===== config.mk =====
export PLATFORM = sky130hd
export DESIGN_NAME = pwl_code_to_volt
export DESIGN_NICKNAME = d
export VERILOG_FILES = /design/src/rtl/pwl_pkg.sv /design/src/rtl/pwl_seg_select.sv /design/src/rtl/pwl_restoring_div.sv /design/src/rtl/pwl_code_to_volt.sv
export SDC_FILE = /design/constraint.sdc
export NUM_CORES = 1
export LEC_CHECK = 0
export BUFFER_PORTS_ARGS = -buffer_cell sky130_fd_sc_hd__buf_2
export CAP_MARGIN = 20
export CORE_MARGIN = 5
export CORE_UTILIZATION = 61
export CTS_BUF_LIST = sky130_fd_sc_hd__clkbuf_8
export CTS_CLUSTER_SIZE = 10
export DETAILED_ROUTE_END_ITERATION = 7
export GPL_TIMING_DRIVEN = 1
export PLACE_DENSITY_LB_ADDON = 0.2
export SYNTH_ARGS = -nofsm -noshare
export SYNTH_HDL_FRONTEND = slang
export SYNTH_SLANG_ARGS = --single-unit
export TNS_END_PERCENT = 5

===== constraint.sdc =====
create_clock -name clk -period 17.1 [get_ports clk]
set_input_delay 4.275 -clock clk [delete_from_list [all_inputs] [get_ports clk]]
set_output_delay 4.275 -clock clk [all_outputs]
set_load 0.02 [all_outputs]

===== src/rtl/pwl_pkg.sv =====
package pwl_pkg;

  // number of calibration breakpoints
  localparam int PWL_N = 12;

  // breakpoint codes, ascending (segment search relies on this order)
  localparam int PWL_X [PWL_N] = '{18, 253, 496, 738, 978, 1220,
                                   1462, 1705, 1947, 2189, 2432, 2674};

  // matching voltages in units of 0.01 V
  localparam int PWL_Y [PWL_N] = '{9, 145, 286, 426, 566, 706,
                                   846, 985, 1123, 1261, 1399, 1535};

  typedef enum logic [1:0] {
    ST_IDLE = 2'd0,
    ST_SRCH = 2'd1,
    ST_DIV  = 2'd2
  } pwl_state_e;

endpackage


===== src/rtl/pwl_seg_select.sv =====
module pwl_seg_select
  import pwl_pkg::*;
#(
  parameter int CODE_W = 12,
  parameter int VOLT_W = 11
) (
  input  logic [CODE_W-1:0] code_i,
  output logic [VOLT_W-1:0] base_o,
  output logic [VOLT_W-1:0] rise_o,
  output logic [CODE_W-1:0] offs_o,
  output logic [CODE_W-1:0] span_o
);

  localparam int SEG_W = $clog2(PWL_N);

  logic [SEG_W-1:0] seg;
  logic             below;
  logic             above;

  // last breakpoint not above the code; table is sorted
  always_comb begin
    seg = '0;
    for (int i = 0; i < PWL_N - 1; i++) begin
      if (code_i >= CODE_W'(PWL_X[i])) seg = SEG_W'(i);
    end
  end

  assign below = code_i <  CODE_W'(PWL_X[0]);
  assign above = code_i >= CODE_W'(PWL_X[PWL_N-1]);

  always_comb begin
    if (below) begin
      base_o = VOLT_W'(PWL_Y[0]);
      rise_o = '0;
      offs_o = '0;
      span_o = CODE_W'(1);
    end else if (above) begin
      base_o = VOLT_W'(PWL_Y[PWL_N-1]);
      rise_o = '0;
      offs_o = '0;
      span_o = CODE_W'(1);
    end else begin
      base_o = VOLT_W'(PWL_Y[int'(seg)]);
      rise_o = VOLT_W'(PWL_Y[int'(seg)+1] - PWL_Y[int'(seg)]);
      offs_o = code_i - CODE_W'(PWL_X[int'(seg)]);
      span_o = CODE_W'(PWL_X[int'(seg)+1] - PWL_X[int'(seg)]);
    end
  end

endmodule


===== src/rtl/pwl_restoring_div.sv =====
module pwl_restoring_div #(
  parameter int NUM_W = 23,
  parameter int DEN_W = 12
) (
  input  logic             clk,
  input  logic             rst_n,
  input  logic             load_i,
  input  logic [NUM_W-1:0] num_i,
  input  logic [DEN_W-1:0] den_i,
  output logic [NUM_W-1:0] quo_o,
  output logic             fin_o
);

  localparam int CNT_W = $clog2(NUM_W + 1);

  logic             run_q, run_n;
  logic [CNT_W-1:0] cnt_q, cnt_n;
  logic [NUM_W-1:0] acc_q, acc_n;
  logic [DEN_W:0]   rem_q, rem_n;
  logic [DEN_W-1:0] den_q, den_n;
  logic             fin_q, fin_n;

  logic [DEN_W:0]   shifted;
  logic [DEN_W+1:0] trial;
  logic             take;
  logic             last;

  assign shifted = {rem_q[DEN_W-1:0], acc_q[NUM_W-1]};
  assign trial   = {1'b0, shifted} - {2'b00, den_q};
  assign take    = ~trial[DEN_W+1];
  assign last    = run_q && (cnt_q == CNT_W'(NUM_W - 1));

  always_comb begin
    run_n = run_q;
    cnt_n = cnt_q;
    acc_n = acc_q;
    rem_n = rem_q;
    den_n = den_q;
    fin_n = 1'b0;
    if (load_i) begin
      run_n = 1'b1;
      cnt_n = '0;
      acc_n = num_i;
      rem_n = '0;
      den_n = den_i;
    end else if (run_q) begin
      acc_n = {acc_q[NUM_W-2:0], take};
      rem_n = take ? trial[DEN_W:0] : shifted;
      cnt_n = cnt_q + CNT_W'(1);
      if (last) begin
        run_n = 1'b0;
        fin_n = 1'b1;
      end
    end
  end

  always_ff @(posedge clk or negedge rst_n) begin
    if (!rst_n) begin
      run_q <= 1'b0;
      cnt_q <= '0;
      acc_q <= '0;
      rem_q <= '0;
      den_q <= '0;
      fin_q <= 1'b0;
    end else begin
      run_q <= run_n;
      cnt_q <= cnt_n;
      acc_q <= acc_n;
      rem_q <= rem_n;
      den_q <= den_n;
      fin_q <= fin_n;
    end
  end

  assign quo_o = acc_q;
  assign fin_o = fin_q;

endmodule


===== src/rtl/pwl_code_to_volt.sv =====
module pwl_code_to_volt
  import pwl_pkg::*;
#(
  parameter int CODE_W = 12,
  parameter int VOLT_W = 11
) (
  input  logic              clk,
  input  logic              rst_n,
  input  logic              start_i,
  input  logic [CODE_W-1:0] code_i,
  output logic [VOLT_W-1:0] volt_o,
  output logic              done_o
);

  localparam int NUM_W = CODE_W + VOLT_W;

  pwl_state_e        state_q, state_n;
  logic [CODE_W-1:0] code_q;
  logic [VOLT_W-1:0] base_q;
  logic [VOLT_W-1:0] volt_q, volt_n;
  logic              done_q, done_n;

  logic              code_en;
  logic              base_en;
  logic              div_load;

  logic [VOLT_W-1:0] seg_base;
  logic [VOLT_W-1:0] seg_rise;
  logic [CODE_W-1:0] seg_offs;
  logic [CODE_W-1:0] seg_span;
  logic [NUM_W-1:0]  product;
  logic [NUM_W-1:0]  quo;
  logic              div_fin;

  pwl_seg_select #(
    .CODE_W (CODE_W),
    .VOLT_W (VOLT_W)
  ) u_seg (
    .code_i (code_q),
    .base_o (seg_base),
    .rise_o (seg_rise),
    .offs_o (seg_offs),
    .span_o (seg_span)
  );

  assign product = NUM_W'(seg_rise) * NUM_W'(seg_offs);

  pwl_restoring_div #(
    .NUM_W (NUM_W),
    .DEN_W (CODE_W)
  ) u_div (
    .clk    (clk),
    .rst_n  (rst_n),
    .load_i (div_load),
    .num_i  (product),
    .den_i  (seg_span),
    .quo_o  (quo),
    .fin_o  (div_fin)
  );

  always_comb begin
    state_n  = state_q;
    volt_n   = volt_q;
    done_n   = 1'b0;
    code_en  = 1'b0;
    base_en  = 1'b0;
    div_load = 1'b0;
    unique case (state_q)
      ST_IDLE: begin
        if (start_i) begin
          code_en = 1'b1;
          state_n = ST_SRCH;
        end
      end
      ST_SRCH: begin
        base_en  = 1'b1;
        div_load = 1'b1;
        state_n  = ST_DIV;
      end
      ST_DIV: begin
        if (div_fin) begin
          volt_n  = base_q + quo[VOLT_W-1:0];
          done_n  = 1'b1;
          state_n = ST_IDLE;
        end
      end
      default: state_n = ST_IDLE;
    endcase
  end

  always_ff @(posedge clk or negedge rst_n) begin
    if (!rst_n) begin
      state_q <= ST_IDLE;
      volt_q  <= '0;
      done_q  <= 1'b0;
    end else begin
      state_q <= state_n;
      volt_q  <= volt_n;
      done_q  <= done_n;
    end
  end

  always_ff @(posedge clk or negedge rst_n) begin
    if (!rst_n) begin
      code_q <= '0;
      base_q <= '0;
    end else begin
      if (code_en) code_q <= code_i;
      if (base_en) base_q <= seg_base;
    end
  end

  assign volt_o = volt_q;
  assign done_o = done_q;

endmodule


==> qor.yml, run 1 <==
cts_setup_buffers: 0
routed_wl_mm: 27.1
grt_pass1_vias: 9052
ctsHoldBuffers: 0
critPathCaptureType: "flip-flop"
port_buffers: 26
cts-htree-levels: 3
cp_data_required_time_ps: 17370
antenna_found_initial: 0
nets: 1547
drc: 0
slowest_stage: "dfrtp_1"
grt_max_degree: 56
maxSlewViolCount: 0
finalCritPeriodShare_pct: 66.9
ys_seq_elements: 91
overflow: 0
die_width_microns: 145
dieArea_sq_mm: 0.0210
async_reset_ff_share_pct: 100
criticalPathCategory: "flip-flop to flip-flop"
cts_tree: "done"
clkLatencyLatePin_ps: 410
drive_above_1_share_pct: 6.80
syn_inst: 1322
status: "completed"
grt_first_pass_wirelength_mm: 45.1
num_rows: 49
root_buffer: "clkbuf_8"
cts_sinks: 91
final-hold-violation-count: 0
cp_max_fo: 17
ctsResizeCount: 0
dr.first_iter.drc_count: 730
placeableCoreArea_sq_mm: 0.0180
rsz0062_at_grt: "false"
synthToLayoutAreaGrowth_pct: 4.41
regToRegSetupSlack_ps: 5660
maxCapViolations: 0
hold_path.class: "flip-flop to flip-flop"
syn-cell-area_sq_mm: 0.0111
cpPeakStageDelay_ps: 690
yosysWarnings: 0
finalSetupTns_ps: 0
synth-seq-area-share_pct: 20.5
finalSetupViolCount: 0
ant_nets: 0
max_freq_ghz: 0.0874
crit_path_start_kind: "flip-flop"
cts_made_buffers: 9
crit_arrival_ps: 11710
avgSynthCellArea_sq_um: 8.40
synth_flop_cell: "dfrtp_1"
initial_core_util_pct: 61.9
insertedDiodeCount: 0
gp_congestion: 1.02
n_fill_cell: 1570
syn_nets: 1550
viasPerCell: 5.94
layout_min_cycle_time_ps: 11440
synth-edff-count: 0
max_slew_margin_pct: 32.9
fp.dieH_microns: 145
firstDrtPassIters: 5
clock_skew_ps: 28.8
routed-via-count: 9222
dpl.hpwl_mm: 21.9
clockBufferDepth: 2
grt.total_usage_pct: 26.1
wl_per_cell_microns: 17.4
clk_pin_slew_ps: 130
ioPinCount: 27
synthDistinctLibCells: 70
worstMarginPinSlew_ps: 999
[cell type report]
type	instances	area (sq um)	area share [%]
tap	229	287	2.47
timing repair buffer	33	185	1.60
multi-input combinational	997	7930	68.4
clock buffer	9	124	1.07
inverter	187	704	6.07
clock inverter	7	88.8	0.766
sequential	91	2280	19.6
[through the flow]
step	utilization, %	std cells	hold WS [ps]	instance area, sq um	setup WS (ps)
finish	64.6	1553	489	11600	5660
global route	64.6	1553	513	11600	4850
CTS	64.5	1552	494	11600	5820
detailed placement	63.4	1536	465	11400	5930
global placement	63.4	1536	459	11400	6100
floorplan	-	1322	435	11100	7470
[cells by family after synthesis]
logic type               share of synthesized area, %
XOR/XNOR                                         4.49
multiplexers                                     4.01
buffers and inverters                            8.23
AND/OR/NAND/NOR                                  16.3
adder cells (fa/ha/maj)                          30.3
flip-flops                                       20.5
AO/OA/AOI/OAI                                    16.1
[synthesized netlist by cell type, drive strengths merged (11+ instances only)]
cell type | count | share of area (%)
inv | 186 | 6.3
nand2 | 162 | 5.5
nor2 | 136 | 4.7
ha | 119 | 13
o21ai | 99 | 4.5
fa | 94 | 17
dfrtp | 91 | 20
a21oi | 64 | 3.0
xnor2 | 41 | 3.2
clkbuf | 32 | 1.1
mux2i | 31 | 2.8
a21o | 19 | 1.3
nor3 | 16 | 0.77
xor2 | 16 | 1.3
a21boi | 15 | 1.0
buf | 15 | 0.81
nand2b | 15 | 0.84
o31ai | 13 | 1.0
mux2 | 12 | 1.2
nor2b | 12 | 0.68
a31oi | 11 | 0.68
[per-layer routing]
metal  share of wire [%]  track usage (%)  up-vias
met2                  45             40.9      343
met5                   0                0        -
li1                    -                -     4375
met3                 7.7             5.77       62
met1                  44             35.8     4442
met4                 3.3             9.18        0
[path summary, 6_finish.rpt]
check                          start              end  cells past startpoint
setup / recovery           code_q[9]  u_div.quo_o[22]                     44
hold / removal             volt_o[3]        volt_o[3]                      2
setup reg to reg           code_q[9]  u_div.quo_o[22]                     44
hold reg to reg            volt_o[3]        volt_o[3]                      2
max in group asynchronous      rst_n        base_q[8]                      2
min in group asynchronous      rst_n        volt_o[7]                      1
[placed cells by master (no fill, tap or decap), types with 31 or more instances in the layout]
| cell | instances |
|---|---|
| a21oi_1 | 63 |
| dfrtp_1 | 90 |
| fa_1 | 94 |
| ha_1 | 119 |
| inv_1 | 185 |
| mux2i_1 | 31 |
| nand2_1 | 162 |
| nor2_1 | 135 |
| o21ai_0 | 97 |
| xnor2_1 | 41 |
[worst max-delay path: cells and delay by family, from the launching register on]
kind	cells	cell delay, ps
adder cells (fa/ha/maj)	9	3620
AND/OR/NAND/NOR	12	1870
flip-flops	1	690
AO/OA/AOI/OAI	19	4450
XOR/XNOR	1	120
buffers and inverters	3	500
[flip-flops by register name, summed over array words and instances (netlist names)]
name	count
u_div.quo_o	23
u_div.rem_q	12
u_div.den_q	12
volt_o	11
code_q	12
done_o	1
u_div.cnt_q	5
u_div.fin_o	1
state_q	2
u_div.run_q	1
base_q	11
Power of run 1 is not shown: default switching activity piles up to over one toggle a cycle in this logic, so the estimate is an artifact.
==> inputs of run 2 (changes only) <==
==> constraint.sdc (replaced) <==
create_clock -name clk -period 10.6 [get_ports clk]
set_input_delay 2.65 -clock clk [delete_from_list [all_inputs] [get_ports clk]]
set_output_delay 2.65 -clock clk [all_outputs]
set_load 0.02 [all_outputs]
==> run 2 against run 1 <==
Flip-flop and latch count stayed put. Register-to-register slack got worse by 5000 ps. Via count decreased by 1.1%. Core utilization increased by 1.2 points. Worst hold slack lost 4.5 ps. Sequential share of layout area fell by 0.30 points. Setup slack got worse by 5000 ps. Critical path depth fell by 6. First-iteration DRC count increased by 2.1%. Cell count is 0.97% higher. Non-clock buffer count increased by 15. Die area stayed put.
==> qor.yml, run 2 (synthesis gave the netlist of run 1 again) <==
critPathCapture: "u_div.quo_o[21]"
preCtsSetupSlack_ps: 183  # -5750 ps
dpl.hpwl_mm: 22.6  # +3.2%
n_fill_cell: 1540  # -1.9%
insertedDiodeCount: 0  # unchanged
path_buf_inv: 5  # +2
final-hold-violation-count: 0  # unchanged
met3_usage_pct: 5.02  # -0.75 points
r2r_start: "code_q[1]"
layout_min_cycle_time_ps: 9970  # -1470 ps
cts_made_buffers: 9  # unchanged
setup_slack_ps: 631  # -5030 ps
antenna_found_initial: 0  # unchanged
routed_wl_mm: 27.9  # +2.9%
ioPinCount: 27  # unchanged
largest_register_ffs: 23  # unchanged
grt_max_degree: 58  # +3.6%
final_area_sq_mm: 0.0118  # +1.8%
max_slew_margin_pct: 29.6  # -3.3 points
reg2regPathDepth: 38  # -14%
cpPeakStageDelay_ps: 560  # -130 ps
cts-htree-levels: 3  # unchanged
cp_common_cell: "fa_1"
die_width_microns: 145  # unchanged
finalCritPeriodShare_pct: 94.0  # +27 points
slowest_stage: "fa_1"
clkLatencyLatePin_ps: 400  # about the same
crit_cells: 38  # -14%
crit_arrival_ps: 10270  # -1440 ps
cts_sinks: 91  # unchanged
worstMarginPinSlew_ps: 1050  # +55.0 ps
cp_data_required_time_ps: 10900  # -6470 ps
routed-via-count: 9122  # -1.1%
gr-usage-met2_pct: 42.2  # +1.3 points
drive_above_1_share_pct: 9.04  # +2.2 points
grt.total_usage_pct: 27.0  # +0.92 points
place_area_sq_mm: 0.0115  # +0.92%
num_rows: 49  # unchanged
final_common_cell: "inv_1"
max_freq_ghz: 0.100  # +15%
initial_core_util_pct: 61.9  # unchanged
hold_path.class: "flip-flop to flip-flop"
ant_nets: 0  # unchanged
rsz0062_at_grt: "true"
critical_path.top_delay_family: "compound AO/OA/AOI/OAI gates"
cts_setup_buffers: 0  # unchanged
r2r_end: "u_div.quo_o[21]"
finalSetupViolCount: 0  # unchanged
drc: 0  # unchanged
grt_util_met1_pct: 38.5  # +2.7 points
firstDrtPassIters: 5  # unchanged
nets: 1562  # +0.97%
layout_common_cells: "185 x inv_1, 162 x nand2_1, 134 x nor2_1, 119 x ha_1, 96 x o21ai_0"
fp.dieH_microns: 145  # unchanged
status: "completed"
crit_path_start_kind: "flip-flop"
grt_pass1_vias: 9285  # +2.6%
clockBufferDepth: 2  # unchanged
dieArea_sq_mm: 0.0210  # unchanged
clk_pin_slew_ps: 120  # about the same
wl_per_cell_microns: 17.8  # +1.9%
viasPerCell: 5.82  # -2.0%
maxCapViolations: 0  # unchanged
criticalPathCategory: "flip-flop to flip-flop"
grt_first_pass_wirelength_mm: 46.8  # +3.7%
cts_tree: "done"
maxSlewViolCount: 0  # unchanged
gp_congestion: 0.961  # -5.6%
regToRegSetupSlack_ps: 630  # -5030 ps
overflow: 0  # unchanged
critPathCaptureType: "flip-flop"
busiest_layer: "met2"
cp_max_fo: 12  # -5
port_buffers: 26  # unchanged
clock_skew_ps: 16.5  # -12.3 ps
dr.first_iter.drc_count: 745  # +2.1%
root_buffer: "clkbuf_8"
synthToLayoutAreaGrowth_pct: 6.31
crit_start: "code_q[1]"
placeableCoreArea_sq_mm: 0.0180  # unchanged
==> run 2: cell types whose count changed in the layout (fill, tap and decap cells not counted), moves of 3 or more <==
cell / previous run / this run
dfrtp_2: 1 / 6
a21boi_0: 15 / 11
a21boi_1: 0 / 3
buf_4: 8 / 22
dfrtp_1: 90 / 85
==> run 2: layer usage <==
metal	part of all wire [%]	vias up
met2	45	254
met5	0	-
met4	2.5	0
met3	6.6	49
li1	-	4409
met1	45	4410
==> run 2: cell type report <==
| class | instances | area [sq um] | area share (%) |
|---|---|---|---|
| Clock buffer | 9 | 124 | 1.05 |
| Clock inverter | 7 | 88.8 | 0.752 |
| Inverter | 187 | 704 | 5.96 |
| Multi-Input combinational cell | 997 | 8010 | 67.8 |
| Sequential cell | 91 | 2280 | 19.3 |
| Tap cell | 229 | 287 | 2.43 |
| Timing Repair Buffer | 48 | 310 | 2.63 |
==> run 2: metrics by stage <==
step	utilization [%]	std cells	TNS, ps	hold WS (ps)
after detailed placement	63.9	1550	0	457
after global placement	63.9	1550	0	458
final	65.8	1568	0	485
after global routing	65.8	1568	-16.3	507
after CTS	65.1	1566	0	488
after floorplan	-	1322	0	435
==> run 2: how the worst min path moves through the flow <==
| stage | start | end | depth (start not counted) |
|---|---|---|---|
| finish | volt_o[0] | volt_o[0] | 2 |
| global route | u_div.den_q[1] | u_div.den_q[1] | 2 |
| CTS | volt_o[0] | volt_o[0] | 2 |
| detailed placement | volt_o[0] | volt_o[0] | 2 |
| global placement | volt_o[3] | volt_o[3] | 2 |
| floorplan | u_div.fin_o | state_q[1] | 1 |
==> run 2: timing repair <==
item	4_1_cts	5_1_grt
hold buffers	0	0
gates resized for setup	0	25
setup endpoints to repair	0	10
==> run 2: worst register-to-register path: cells and delay by family, from the launching register on <==
kind	cells	cell delay, ps
buffers and inverters	5	740
AOI/OAI and AO/OA	16	3670
and+or+nand+nor	6	1080
DFF	1	520
adders and majority gates	9	3550
xor gates and xnor gates	1	150
muxes	1	130
Power of run 2 is left out for the same reason.
